===== config.mk =====
export PLATFORM = sky130hd
export DESIGN_NAME = cipher_word_seq
export DESIGN_NICKNAME = d
export VERILOG_FILES = /design/src/rtl/cws_pkg.sv /design/src/rtl/cws_ctrl_regs.sv /design/src/rtl/cws_phase_fsm.sv /design/src/rtl/cws_word_buf.sv /design/src/rtl/cipher_word_seq.sv
export SDC_FILE = /design/constraint.sdc
export NUM_CORES = 1
export LEC_CHECK = 0
export BUFFER_PORTS_ARGS = -buffer_cell sky130_fd_sc_hd__clkbuf_2
export CAP_MARGIN = 10
export CORE_MARGIN = 5
export CORE_UTILIZATION = 30
export CTS_BUF_LIST = sky130_fd_sc_hd__clkbuf_8
export DETAILED_ROUTE_END_ITERATION = 10
export GPL_TIMING_DRIVEN = 0
export HOLD_SLACK_MARGIN = 0.12
export PLACE_DENSITY = 0.5
export SLEW_MARGIN = 20
export SYNTH_ARGS = -nofsm -noshare
export SYNTH_HDL_FRONTEND = slang
export SYNTH_SLANG_ARGS = --single-unit

===== constraint.sdc =====
create_clock -name clk -period 2.7 [get_ports clk]
set_clock_uncertainty 0.15 [all_clocks]
set_input_delay 0.27 -clock clk [delete_from_list [all_inputs] [get_ports clk]]
set_output_delay 0.27 -clock clk [all_outputs]
set_load 0.1 [all_outputs]

===== src/rtl/cws_pkg.sv =====
package cws_pkg;

  typedef enum logic [1:0] {
    PH_IN   = 2'd0,
    PH_CALC = 2'd1,
    PH_OUT  = 2'd2
  } phase_e;

  localparam logic [1:0] A_CTRL = 2'd0;
  localparam logic [1:0] A_STAT = 2'd1;
  localparam logic [1:0] A_DIN  = 2'd2;
  localparam logic [1:0] A_DOUT = 2'd3;

  localparam int B_EN      = 0;
  localparam int B_MODE    = 1;
  localparam int B_DMAI    = 3;
  localparam int B_DMAO    = 4;
  localparam int B_EIE     = 5;
  localparam int B_CLR_CCF = 8;
  localparam int B_CLR_RD  = 9;
  localparam int B_CLR_WR  = 10;

  localparam int S_CCF = 0;
  localparam int S_RD  = 1;
  localparam int S_WR  = 2;
  localparam int S_PH  = 3;

  localparam logic [1:0] MODE_KEYDER = 2'd2;

  typedef struct packed {
    logic       en;
    logic [1:0] mode;
    logic       dma_i;
    logic       dma_o;
    logic       eie;
  } cfg_t;

endpackage


===== src/rtl/cws_ctrl_regs.sv =====
module cws_ctrl_regs
  import cws_pkg::*;
(
  input  logic clk,
  input  logic rst_n,
  input  logic ctrl_wr,
  input  cfg_t cfg_wr,
  input  logic clr_ccf,
  input  logic clr_rd,
  input  logic clr_wr,
  input  logic set_ccf,
  input  logic set_rd,
  input  logic set_wr,
  output cfg_t cfg,
  output logic ccf,
  output logic rderr,
  output logic wrerr,
  output logic irq
);

  cfg_t cfg_d;
  logic ccf_d, rd_d, wr_d;

  always_comb begin
    cfg_d = cfg;
    if (ctrl_wr) begin
      cfg_d.en    = cfg_wr.en;
      cfg_d.dma_i = cfg_wr.dma_i;
      cfg_d.dma_o = cfg_wr.dma_o;
      cfg_d.eie   = cfg_wr.eie;
      if (!cfg.en) cfg_d.mode = cfg_wr.mode;
    end
    ccf_d = set_ccf | (ccf   & ~(ctrl_wr & clr_ccf));
    rd_d  = set_rd  | (rderr & ~(ctrl_wr & clr_rd));
    wr_d  = set_wr  | (wrerr & ~(ctrl_wr & clr_wr));
  end

  always_ff @(posedge clk or negedge rst_n) begin
    if (!rst_n) begin
      cfg   <= '0;
      ccf   <= 1'b0;
      rderr <= 1'b0;
      wrerr <= 1'b0;
    end else begin
      if (ctrl_wr) cfg <= cfg_d;
      ccf   <= ccf_d;
      rderr <= rd_d;
      wrerr <= wr_d;
    end
  end

  assign irq = cfg.eie & (rderr | wrerr);


  mode_lock_chk: assert property (@(posedge clk) disable iff (!rst_n)
    (ctrl_wr && cfg.en) |=> (cfg.mode == $past(cfg.mode)));


  ccf_hold_chk: assert property (@(posedge clk) disable iff (!rst_n)
    (ccf && !(ctrl_wr && clr_ccf)) |=> ccf);


  rderr_clear_chk: assert property (@(posedge clk) disable iff (!rst_n)
    (ctrl_wr && clr_rd && !set_rd) |=> !rderr);

endmodule


===== src/rtl/cws_phase_fsm.sv =====
module cws_phase_fsm
  import cws_pkg::*;
#(
  parameter int NW = 4,
  localparam int CW = (NW > 1) ? $clog2(NW) : 1
) (
  input  logic          clk,
  input  logic          rst_n,
  input  logic          en,
  input  logic          din_ok,
  input  logic          dout_ok,
  input  logic          core_done,
  output phase_e        phase,
  output logic [CW-1:0] cnt,
  output logic          start,
  output logic          capture
);

  localparam logic [CW-1:0] LAST = CW'(NW - 1);

  phase_e        ph_d;
  logic [CW-1:0] cnt_d;
  logic          start_d;

  always_comb begin
    ph_d    = phase;
    cnt_d   = cnt;
    start_d = 1'b0;
    capture = 1'b0;
    if (!en) begin
      ph_d  = PH_IN;
      cnt_d = '0;
    end else begin
      unique case (phase)
        PH_IN: if (din_ok) begin
          if (cnt == LAST) begin
            ph_d    = PH_CALC;
            cnt_d   = '0;
            start_d = 1'b1;
          end else begin
            cnt_d = cnt + 1'b1;
          end
        end
        PH_CALC: if (core_done) begin
          ph_d    = PH_OUT;
          cnt_d   = '0;
          capture = 1'b1;
        end
        PH_OUT: if (dout_ok) begin
          if (cnt == LAST) begin
            ph_d  = PH_IN;
            cnt_d = '0;
          end else begin
            cnt_d = cnt + 1'b1;
          end
        end
        default: begin
          ph_d  = PH_IN;
          cnt_d = '0;
        end
      endcase
    end
  end

  always_ff @(posedge clk or negedge rst_n) begin
    if (!rst_n) begin
      phase <= PH_IN;
      cnt   <= '0;
      start <= 1'b0;
    end else begin
      phase <= ph_d;
      cnt   <= cnt_d;
      start <= start_d;
    end
  end


  abort_idle_chk: assert property (@(posedge clk) disable iff (!rst_n)
    !en |=> (phase == PH_IN && cnt == '0));


  start_phase_chk: assert property (@(posedge clk) disable iff (!rst_n)
    start |-> (phase == PH_CALC));


  rearm_chk: assert property (@(posedge clk) disable iff (!rst_n)
    (phase == PH_OUT && dout_ok && cnt == LAST) |=> (phase == PH_IN));

endmodule


===== src/rtl/cws_word_buf.sv =====
module cws_word_buf #(
  parameter int DW = 32,
  parameter int NW = 4,
  localparam int CW = (NW > 1) ? $clog2(NW) : 1,
  localparam int BW = DW * NW
) (
  input  logic          clk,
  input  logic          rst_n,
  input  logic          din_ok,
  input  logic [CW-1:0] cnt,
  input  logic [DW-1:0] wdata,
  input  logic          capture,
  input  logic [BW-1:0] core_dout,
  output logic [BW-1:0] in_blk,
  output logic [DW-1:0] out_word
);

  logic [DW-1:0] out_q [NW];

  for (genvar gi = 0; gi < NW; gi++) begin : g_lane
    localparam int HI = BW - 1 - gi * DW;
    logic ld_in;
    assign ld_in = din_ok && (cnt == CW'(gi));

    always_ff @(posedge clk or negedge rst_n) begin
      if (!rst_n)     in_blk[HI -: DW] <= '0;
      else if (ld_in) in_blk[HI -: DW] <= wdata;
    end

    always_ff @(posedge clk or negedge rst_n) begin
      if (!rst_n)       out_q[gi] <= '0;
      else if (capture) out_q[gi] <= core_dout[HI -: DW];
    end
  end

  assign out_word = out_q[cnt];

endmodule


===== src/rtl/cipher_word_seq.sv =====
module cipher_word_seq
  import cws_pkg::*;
#(
  parameter int DW = 32,
  parameter int NW = 4
) (
  input  logic             clk,
  input  logic             rst_n,
  input  logic             bus_wr,
  input  logic             bus_rd,
  input  logic [1:0]       bus_addr,
  input  logic [DW-1:0]    bus_wdata,
  output logic [DW-1:0]    bus_rdata,
  output logic             dma_in_req,
  output logic             dma_out_req,
  output logic             irq,
  output logic             core_start,
  output logic [1:0]       core_mode,
  output logic [DW*NW-1:0] core_din,
  input  logic             core_done,
  input  logic [DW*NW-1:0] core_dout
);

  localparam int CW = (NW > 1) ? $clog2(NW) : 1;

  cfg_t          cfg, cfg_wr;
  logic          ccf, rderr, wrerr;
  phase_e        phase;
  logic [CW-1:0] cnt;
  logic          capture;
  logic [DW-1:0] out_word;
  logic          ctrl_wr, wr_din, rd_dout;
  logic          din_ok, dout_ok, set_rd, set_wr, dma_ok;

  assign ctrl_wr = bus_wr && (bus_addr == A_CTRL);
  assign wr_din  = bus_wr && (bus_addr == A_DIN);
  assign rd_dout = bus_rd && (bus_addr == A_DOUT);

  assign din_ok  = cfg.en && wr_din  && (phase == PH_IN);
  assign dout_ok = cfg.en && rd_dout && (phase == PH_OUT);
  assign set_wr  = cfg.en && wr_din  && (phase != PH_IN);
  assign set_rd  = cfg.en && rd_dout && (phase != PH_OUT);

  always_comb begin
    cfg_wr       = '0;
    cfg_wr.en    = bus_wdata[B_EN];
    cfg_wr.mode  = bus_wdata[B_MODE +: 2];
    cfg_wr.dma_i = bus_wdata[B_DMAI];
    cfg_wr.dma_o = bus_wdata[B_DMAO];
    cfg_wr.eie   = bus_wdata[B_EIE];
  end

  cws_ctrl_regs u_regs (
    .clk     (clk),
    .rst_n   (rst_n),
    .ctrl_wr (ctrl_wr),
    .cfg_wr  (cfg_wr),
    .clr_ccf (bus_wdata[B_CLR_CCF]),
    .clr_rd  (bus_wdata[B_CLR_RD]),
    .clr_wr  (bus_wdata[B_CLR_WR]),
    .set_ccf (capture),
    .set_rd  (set_rd),
    .set_wr  (set_wr),
    .cfg     (cfg),
    .ccf     (ccf),
    .rderr   (rderr),
    .wrerr   (wrerr),
    .irq     (irq)
  );

  cws_phase_fsm #(.NW(NW)) u_fsm (
    .clk       (clk),
    .rst_n     (rst_n),
    .en        (cfg.en),
    .din_ok    (din_ok),
    .dout_ok   (dout_ok),
    .core_done (core_done),
    .phase     (phase),
    .cnt       (cnt),
    .start     (core_start),
    .capture   (capture)
  );

  cws_word_buf #(.DW(DW), .NW(NW)) u_buf (
    .clk       (clk),
    .rst_n     (rst_n),
    .din_ok    (din_ok),
    .cnt       (cnt),
    .wdata     (bus_wdata),
    .capture   (capture),
    .core_dout (core_dout),
    .in_blk    (core_din),
    .out_word  (out_word)
  );

  assign core_mode = cfg.mode;

  // DMA only in the cipher modes; each request drops in its access cycle
  assign dma_ok      = cfg.en && (cfg.mode == 2'd1 || cfg.mode == 2'd3);
  assign dma_in_req  = dma_ok && cfg.dma_i && (phase == PH_IN)  && !wr_din;
  assign dma_out_req = dma_ok && cfg.dma_o && (phase == PH_OUT) && !rd_dout;

  always_comb begin
    bus_rdata = '0;
    if (bus_rd) begin
      unique case (bus_addr)
        A_CTRL: begin
          bus_rdata[B_EN]       = cfg.en;
          bus_rdata[B_MODE +: 2] = cfg.mode;
          bus_rdata[B_DMAI]     = cfg.dma_i;
          bus_rdata[B_DMAO]     = cfg.dma_o;
          bus_rdata[B_EIE]      = cfg.eie;
        end
        A_STAT: begin
          bus_rdata[S_CCF]      = ccf;
          bus_rdata[S_RD]       = rderr;
          bus_rdata[S_WR]       = wrerr;
          bus_rdata[S_PH +: 2]  = phase;
        end
        A_DOUT:  bus_rdata = dout_ok ? out_word : '0;
        default: bus_rdata = '0;
      endcase
    end
  end


  dma_excl_chk: assert property (@(posedge clk) disable iff (!rst_n)
    !(dma_in_req && dma_out_req));


  keyder_no_dma_chk: assert property (@(posedge clk) disable iff (!rst_n)
    (cfg.mode == MODE_KEYDER) |-> (!dma_in_req && !dma_out_req));


  rd_zero_chk: assert property (@(posedge clk) disable iff (!rst_n)
    (rd_dout && phase != PH_OUT) |-> (bus_rdata == '0));


  din_hold_chk: assert property (@(posedge clk) disable iff (!rst_n)
    (wr_din && phase != PH_IN) |=> $stable(core_din));

endmodule


==> metrics.cfg, run 1 <==
[critical_path]
endpoint=bus_rdata[18]
reg2reg_from=u_fsm.cnt[0]
reg2reg_slack_ps=180
critPathRequiredTime_ps=2280
critPathArrivalTime_ps=2280
rr_endpoint=u_buf.in_blk[55]
cp-start-kind=flop
critPathCaptureType=output port
r2r_cells=8
crit_path_start=u_fsm.phase[1]
path_max_fanout=8
path_class=reg2out

[route]
wl_mm=35.1
first_pass_iters=4
drt-initial-drc-count=228
wl_per_cell_um=19.2
via_per_inst=4.45
drc=0
ant_nets=0
vias=8158

[clocking]
cts_buffers=49
path_clk_slew_ps=60
h-tree-depth=2
clock_latency_ps=600
cts_num_sinks=270
cts_root_buffer=clkbuf_8
cts_tree=built
cts_buffer_depth=3

[timing]
setup_viol=1
max_slew.worst_pin.slew_ps=610
final.setup.worst_slack_ps=-4.24
grt_setup_unrepaired=yes
fin_crit_ps=2700
post-route-period-util=1.00
max_slew_margin=0.595
fmax_mhz=370
slew_viol_final=0
hold_viol=0
holdWs_ps=255

[die]
ioPinCount=333
initial_utilization=0.303
dieArea_um2=43100
placementRows=72
die_w_um=208
die_y_um=208
fp.coreArea_um2=38600

[layout]
fin_util=0.457
instances_no_fill=1832
antennaDiodeCount=0
drive_above_1_share=0.592
nets=1455
syn_to_final_growth_pct=50.9

[yosys]
synth_flop_cell=dfrtp_1
ys_seq_area_frac=0.577
synthArstFlopShare=1.00
syn-num-nets=885
synth_edf_count=0
yosysWarnings=0
netlist_area_um2=11700
syn_inst=710
avgSynthCellArea_um2=16.5
synth_seq_cells=270
synth_cell_type_count=37

[placed_design]
dp_hpwl_mm=24.5
gp_congestion=0.751
portBuffers=331
dp_cells=1562

[global_routing]
grt.met3_usage=0.0527
antenna_found_initial=0
use_met2=0.270
grtUsageTotal=0.163
grt_pass1_vias=9334
grt_max_degree=83
grt_pass1_wl_mm=56.2
grt-busiest-layer=met2
globalRouteOverflowTotal=0
globalRouteMet1Util=0.205

[pwr]
p_seq_frac=0.295
power_density_nw_per_um2=1080
p_leak_nw=8.96
swShare=0.506
ir_drop_mv=0.602
comb_power_share=0.501
p_clk_frac=0.204
switching_power_mw=9.63
p_int_mw=9.39

[min_path]
hold_class=in2reg

[run_status]
violations=setup timing
outcome=complete, but fails checks

[run]
cap_violations=0

cells by family after synthesis:
| family | Yosys count | synth area share |
|---|---|---|
| buffers and inverters | 55 | 0.0362 |
| and+or+nand+nor | 63 | 0.0366 |
| adders and majority gates | 8 | 0.00855 |
| AOI/OAI and AO/OA | 18 | 0.0107 |
| DFF | 270 | 0.577 |
| muxes | 296 | 0.331 |
how the worst min path moves through the flow:
| stage | slack [ps] | endpoint | cells after the start | from |
|---|---|---|---|---|
| after floorplan | -180 | u_buf.in_blk[0] | 0 | rst_n |
| after global placement | 310 | u_regs.ccf | 2 | u_regs.ccf |
| after detailed placement | 110 | u_buf.in_blk[7] | 1 | rst_n |
| after CTS | 190 | u_fsm.phase[1] | 5 | bus_addr[1] |
| after global routing | 240 | u_buf.out_q[65] | 3 | core_dout[65] |
| final | 260 | u_fsm.phase[1] | 5 | bus_addr[1] |
power by group through the flow:
stage          logic (mW)  registers (mW)  clock network [mW]
4_1_cts              9.51            5.62                4.08
6_report             9.53            5.61                3.88
3_3_place_gp         9.10            5.64                   0
2_1_floorplan        1.81            11.3                   0
3_5_place_dp         9.14            5.66                   0
5_1_grt              9.85            5.74                4.23
worst max-delay path, stage by stage, from the launching register on:
cell       delay (ps)
dfrtp_1           340
buf_6             140
and3b_2           260
nand3_4           230
clkbuf_16         260
and2b_2           250
clkbuf_16         200
layout by cell type, fill, tap and decap left out, drive strengths merged, types with 2 or more instances in the layout:
| master | count |
|---|---|
| ha | 8 |
| clkinv | 5 |
| nor2b | 26 |
| dlygate4sd3 | 168 |
| nand2 | 14 |
| mux2 | 263 |
| a21oi | 2 |
| nand3 | 8 |
| mux4 | 32 |
| bufinv | 2 |
| clkinvlp | 2 |
| clkbuf | 391 |
| o22ai | 5 |
| buf | 62 |
| and2b | 2 |
| nand2b | 3 |
| a22oi | 5 |
| inv | 29 |
| nor3 | 2 |
| dfrtp | 270 |
cells in the mapped netlist (3+ instances only):
cell,number,area [um2]
dfrtp_1,270,6760
mux2_2,204,2300
mux2_4,48,721
mux4_2,32,721
buf_6,25,282
nor2b_1,25,156
nand2_1,14,52.6
inv_1,12,45.0
mux2_1,11,124
ha_1,8,100
buf_2,6,30.0
buf_4,6,45.0
clkbuf_1,6,22.5
a22oi_1,5,37.5
nand3_1,5,25.0
o22ai_1,5,31.3
nand2b_1,3,18.8
nand3_4,3,52.6
registers in the layout, summed over array words and instances (netlist names):
signal	flops
u_regs.wrerr	1
u_regs.ccf	1
u_fsm.cnt	2
u_buf.in_blk	128
u_regs.cfg	6
u_buf.out_q	128
u_regs.rderr	1
u_fsm.start	1
u_fsm.phase	2
per-stage QoR:
step	instance area [um2]	total power, mW	worst slack (ps)	TNS (ps)
finish	17700	19.0	-4.24	-4.24
global route	17700	19.8	-112	-1790
CTS	17500	19.2	-108	-1600
detailed placement	14100	14.8	-292	-15820
global placement	14000	14.7	-4980	-1352020
floorplan	11700	13.1	-276	-6340
final cells by class:
| type | count | area (um2) |
|---|---|---|
| tap | 518 | 648 |
| timing repair buffer | 521 | 4100 |
| clock inverter | 26 | 164 |
| buffer | 41 | 465 |
| clock buffer | 59 | 812 |
| multi-input combinational | 385 | 4670 |
| sequential | 270 | 6760 |
| fill | 3545 | 21000 |
| inverter | 12 | 45.0 |
layer usage:
metal  vias up  wire length (um)
li1       3721                 -
met1      4104             15000
met2       276             16600
met3        57              2740
met4         0               782
met5         -                 0
timing repair:
item	CTS	global route
pin swaps	0	2
cloned	2	1
resized for setup	123	29
hold endpoints to repair	480	0
setup buffers	9	6
hold buffers	169	0
endpoints found under the setup margin	96	31
Power figures use the tool's default switching activity.
==> run 2: changes to the inputs <==
PLACE_DENSITY = 0.52   (was 0.5)
clock period = 3.4 ns   (was 2.7 ns; I/O delays follow)
==> run 2 against run 1 <==
Against the previous run: the flow now finishes without violations; critical path depth stayed put; combinational power down 23%; non-clock buffer count fell by 18; power shrank 22%; first-iteration DRC count grew 22%; flip-flop and latch count unchanged; setup slack gained 170 ps; via count down 1.2%; global-route usage decreased by 0.47 points; register-to-register slack improved by 530 ps; critical path type unchanged.
==> metrics.cfg, run 2 (synthesized netlist as in run 1, its figures left out) <==
[route]
via_per_inst=4.44  ; was 4.45
drt-initial-drc-count=279  ; was 228
wl_mm=34.0  ; was 35.1 mm
vias=8061  ; was 8158
ant_nets=0  ; unchanged
drc=0  ; unchanged
first_pass_iters=4  ; unchanged
wl_per_cell_um=18.7  ; was 19.2 um

[placed_design]
dp_hpwl_mm=24.0  ; was 24.5 mm
gp_congestion=0.746  ; was 0.751
pre_cts_slack_ps=279  ; was -292 ps
postPlaceCellArea_um2=14100  ; about the same
portBuffers=331  ; unchanged

[global_routing]
grt_max_degree=87  ; was 83
grt_pass1_vias=9202  ; was 9334
antenna_found_initial=1  ; was 0
grtUsageTotal=0.158  ; was 0.163
grt_pass1_wl_mm=54.5  ; was 56.2 mm
globalRouteOverflowTotal=0  ; unchanged

[pwr]
p_leak_nw=8.71  ; was 8.96 nW
p_seq_frac=0.299  ; was 0.295
p_clk_frac=0.208  ; was 0.204
swShare=0.509  ; was 0.506
power_density_nw_per_um2=882  ; was 1080 nW/um2
ir_drop_mv=0.565  ; was 0.602 mV
p_int_mw=7.29  ; was 9.39 mW
comb_power_share=0.493  ; was 0.501
switching_power_mw=7.56  ; was 9.63 mW

[timing]
post-route-period-util=0.953
fin_crit_ps=3240
max_slew.worst_pin.slew_ps=591  ; was 610 ps
hold_viol=0  ; unchanged
slew_viol_final=0  ; unchanged
max_slew_margin=0.604  ; was 0.595
fmax_mhz=309
grt_setup_unrepaired=no  ; was yes
final.setup.worst_slack_ps=161  ; was -4.24 ps
setup_tns_ps=0  ; was -4.24 ps
setup_viol=0  ; was 1

[die]
ioPinCount=333  ; unchanged
die_w_um=208  ; unchanged
die_y_um=208  ; unchanged
placementRows=72  ; unchanged
fp.coreArea_um2=38600  ; unchanged
dieArea_um2=43100  ; unchanged
initial_utilization=0.303  ; unchanged

[critical_path]
endpoint=bus_rdata[28]  ; was bus_rdata[18]
critPathRequiredTime_ps=2910  ; was 2280 ps
cp-start-kind=flop  ; unchanged
crit_path_start=u_fsm.phase[0]  ; was u_fsm.phase[1]
reg2reg_slack_ps=710  ; was 180 ps
r2r_cells=7  ; was 8
path_max_fanout=10  ; was 8
path_class=reg2out  ; unchanged
critPathCaptureType=output port  ; unchanged
rr_endpoint=u_buf.in_blk[88]  ; was u_buf.in_blk[55]
reg2reg_from=u_fsm.cnt[1]  ; was u_fsm.cnt[0]
critPathArrivalTime_ps=2750  ; was 2280 ps

[layout]
fin_util=0.436  ; was 0.457
drive_above_1_share=0.566  ; was 0.592
layout_common_cells=clkbuf_2 (314), dfrtp_1 (270), mux2_2 (204)  ; was clkbuf_2 (297), dfrtp_1 (269), mux2_2 (204)
nets=1436  ; was 1455
syn_to_final_growth_pct=43.8  ; was 50.9%
final_common_cell=clkbuf_2  ; unchanged
design_area_um2=16800  ; was 17700 um2
biggestRegsByFlops=u_buf.in_blk: 128 flops, u_buf.out_q: 128 flops, u_regs.cfg: 6 flops  ; unchanged

[clocking]
cts_root_buffer=clkbuf_8  ; unchanged
cts_tree=built  ; unchanged
cts_num_sinks=270  ; unchanged
cts_buffer_depth=3  ; unchanged
clock_latency_ps=580  ; was 600 ps
post-cts-setup-buffer-count=0  ; was 9
h-tree-depth=2  ; unchanged
cts_buffers=48  ; was 49
path_clk_slew_ps=70  ; was 60 ps

[run_status]
outcome=finished clean  ; was complete, but fails checks

[min_path]
hold_class=reg2reg  ; was in2reg

[run]
cap_violations=0  ; unchanged

[run 2: power by group through the flow]
stage / sequential [mW] / combinational [mW] / clock [mW]
after floorplan: 8.95 / 1.43 / 0
after detailed placement: 4.50 / 7.23 / 0
final: 4.44 / 7.33 / 3.08
after global routing: 4.53 / 7.58 / 3.36
after CTS: 4.44 / 7.40 / 3.21
after global placement: 4.48 / 7.19 / 0
[run 2: what timing repair did]
action                                  4_1_cts  5_1_grt
hold buffers                                167        0
endpoints found under the hold margin       368        0
endpoints found under the setup margin       20       13
gates resized for setup                      13       23
[run 2: stage by stage]
stage / total power, mW / std cells / hold WS, ps
after floorplan: 10.4 / 710 / -106
after global placement: 11.7 / 1559 / 317
after detailed placement: 11.7 / 1562 / 91.7
after CTS: 15.0 / 1816 / 261
after global routing: 15.5 / 1816 / 335
final: 14.9 / 1817 / 328
[run 2: area by class of cell]
class | count | area, um2
multi-input combinational | 385 | 4530
antenna | 1 | 2.50
clock inverter | 24 | 121
sequential | 270 | 6760
buffer | 43 | 387
tap | 518 | 648
fill | 3545 | 21800
inverter | 12 | 45.0
timing repair buffer | 501 | 3470
clock buffer | 63 | 867
[run 2: how the worst min path moves through the flow]
stage | depth (start not counted) | from | to
CTS | 5 | bus_addr[1] | u_fsm.phase[1]
floorplan | 0 | rst_n | u_buf.in_blk[0]
detailed placement | 1 | rst_n | u_buf.in_blk[103]
global route | 3 | core_done | u_fsm.phase[0]
finish | 2 | u_regs.ccf | u_regs.ccf
global placement | 2 | u_regs.ccf | u_regs.ccf
[run 2: worst max-delay path, stage by stage (launching register included)]
cell,delay [ps]
dfrtp_1,390
buf_6,140
and3b_1,320
nand3_2,310
clkbuf_2,360
nor2b_1,250
clkbuf_4,380
[run 2: routing by layer]
| metal | share of wire | GRT usage |
|---|---|---|
| met5 | 0 | 0 |
| met4 | 0.018 | 0.0467 |
| met3 | 0.071 | 0.0485 |
| met2 | 0.48 | 0.260 |
| met1 | 0.44 | 0.203 |
==> run 3: changes to the inputs <==
clock period = 3 ns   (was 3.4 ns; I/O delays follow)
==> run 3 against run 2 <==
Against the previous run: sequential power increased by 13%; setup slack got worse by 18 ps; via count decreased by 0.32%; sequential share of layout area about the same; clock power increased by 6%; critical path depth unchanged; design area about the same.
==> metrics.cfg, run 3 (synthesized netlist as in run 1, its figures left out) <==
[critical_path]
path_class=reg2out  ; unchanged
reg2reg_slack_ps=350  ; was 710 ps
reg2reg_from=u_fsm.cnt[1]  ; unchanged
r2r_cells=7  ; unchanged
critPathCaptureType=output port  ; unchanged
cp-start-kind=flop  ; unchanged
critPathArrivalTime_ps=2410  ; was 2750 ps
path_max_fanout=10  ; unchanged
rr_endpoint=u_buf.in_blk[85]  ; was u_buf.in_blk[88]
critPathRequiredTime_ps=2550  ; was 2910 ps

[die]
dieArea_um2=43100  ; unchanged
die_y_um=208  ; unchanged
fp.coreArea_um2=38600  ; unchanged
ioPinCount=333  ; unchanged
die_w_um=208  ; unchanged
placementRows=72  ; unchanged
initial_utilization=0.303  ; unchanged

[route]
via_per_inst=4.45  ; was 4.44
drt-initial-drc-count=255  ; was 279
vias=8035  ; was 8061
ant_nets=0  ; unchanged
wl_mm=34.1  ; was 34.0 mm
first_pass_iters=4  ; unchanged
drc=0  ; unchanged
wl_per_cell_um=18.9  ; was 18.7 um

[pwr]
swShare=0.514  ; was 0.509
power_density_nw_per_um2=989  ; was 882 nW/um2
p_seq_frac=0.302  ; was 0.299
p_clk_frac=0.195  ; was 0.208
p_leak_nw=8.66  ; was 8.71 nW
design_power_total_mw=16.7  ; was 14.9 mW
comb_power_share=0.503  ; was 0.493
ir_drop_mv=0.564  ; was 0.565 mV
switching_power_mw=8.55  ; was 7.56 mW
p_int_mw=8.10  ; was 7.29 mW

[min_path]
hold_depth=5  ; was 2
hold_class=in2reg  ; was reg2reg
whs_endpoint=u_fsm.phase[1]  ; was u_regs.ccf
hp-start=bus_addr[1]  ; was u_regs.ccf

[global_routing]
grt_pass1_wl_mm=54.0  ; was 54.5 mm
grtUsageTotal=0.158  ; about the same
grt_max_degree=88  ; was 87
globalRouteOverflowTotal=0  ; unchanged
antenna_found_initial=2  ; was 1
grt_pass1_vias=9102  ; was 9202

[timing]
setup_viol=0  ; unchanged
fmax_mhz=350
slew_viol_final=0  ; unchanged
fin_crit_ps=2860
hold_viol=0  ; unchanged
max_slew_margin=0.587  ; was 0.604
grt_setup_unrepaired=no  ; unchanged
setup_tns_ps=0  ; unchanged
holdWs_ps=298  ; was 328 ps
post-route-period-util=0.952
max_slew.worst_pin.slew_ps=617  ; was 591 ps
final.setup.worst_slack_ps=143  ; was 161 ps

[clocking]
h-tree-depth=2  ; unchanged
path_clk_slew_ps=60  ; was 70 ps
clock_latency_ps=600  ; was 580 ps
cts_num_sinks=270  ; unchanged
cts_tree=built  ; unchanged
cts_buffer_depth=3  ; unchanged
cts_buffers=48  ; unchanged
cts_root_buffer=clkbuf_8  ; unchanged

[layout]
final_common_cell=clkbuf_2  ; unchanged
layout_common_cells=clkbuf_2 (302), dfrtp_1 (270), mux2_2 (204)  ; was clkbuf_2 (314), dfrtp_1 (270), mux2_2 (204)
instances_no_fill=1806  ; was 1817
nets=1436  ; unchanged
design_area_um2=16800  ; about the same
biggestRegsByFlops=u_buf.in_blk: 128 flops, u_buf.out_q: 128 flops, u_regs.cfg: 6 flops  ; unchanged
syn_to_final_growth_pct=43.9  ; was 43.8%
fin_util=0.436  ; about the same
drive_above_1_share=0.568  ; was 0.566

[placed_design]
gp_congestion=0.748  ; was 0.746
dp_cells=1562  ; unchanged
postPlaceCellArea_um2=14100  ; about the same
pre_cts_slack_ps=-71.1  ; was 279 ps
portBuffers=331  ; unchanged
dp_hpwl_mm=24.2  ; was 24.0 mm

[run_status]
outcome=finished clean  ; unchanged

[run]
cap_violations=0  ; unchanged

[run 3: cell count changes in the layout (fill, tap and decap cells not counted), moves of 2 or more]
cell | previous run | this run
clkbuf_2 | 314 | 302
buf_2 | 7 | 5
clkbuf_4 | 19 | 22
inv_1 | 31 | 27
buf_6 | 25 | 29
[run 3: layout make-up]
cell class	count	area [um2]
inverters	12	45.0
well taps	518	648
plain buffers	43	422
flip-flops and latches	270	6760
diodes	2	5.00
repair buffers	501	3540
clock buffers	56	771
clock inverters	19	101
multi-input cells	385	4550
fillers	3599	21800
[run 3: power by group through the flow]
stage / clock network (mW) / registers (mW) / logic, mW
4_1_cts: 3.40 / 5.03 / 8.44
6_report: 3.25 / 5.03 / 8.37
5_1_grt: 3.56 / 5.13 / 8.65
3_3_place_gp: 0 / 5.07 / 8.17
3_5_place_dp: 0 / 5.09 / 8.22
2_1_floorplan: 0 / 10.1 / 1.63
[run 3: worst max-delay path, stage by stage, from the launching register on]
cell	delay (ps)
dfrtp_1	390
buf_6	140
and3b_2	300
nand3_4	190
clkbuf_4	280
nor2b_1	150
clkbuf_4	350
[run 3: worst max path at each step]
stage                     slack, ps  cells past startpoint         endpoint      startpoint
after floorplan                  -6                      5    bus_rdata[11]  u_fsm.phase[0]
after global placement        -4570                      1  u_buf.out_q[19]           rst_n
after detailed placement        -70                      5    bus_rdata[28]    u_fsm.cnt[1]
after CTS                       -10                      5     bus_rdata[6]    u_fsm.cnt[0]
after global routing              8                      6    bus_rdata[30]  u_fsm.phase[0]
final                           140                      6    bus_rdata[21]  u_fsm.phase[0]
[run 3: timing repair]
item	4_1_cts	5_1_grt
setup buffers	0	0
endpoints found under the hold margin	460	0
gates resized for setup	51	8
hold buffers	167	0
cloned	0	0
endpoints found under the setup margin	92	21
[run 3: layer usage]
| metal | vias up | part of all wire | track usage |
|---|---|---|---|
| li1 | 3665 | - | - |
| met1 | 4055 | 0.43 | 0.199 |
| met2 | 261 | 0.48 | 0.261 |
| met3 | 54 | 0.073 | 0.0502 |
| met4 | 0 | 0.023 | 0.0470 |
| met5 | - | 0 | 0 |
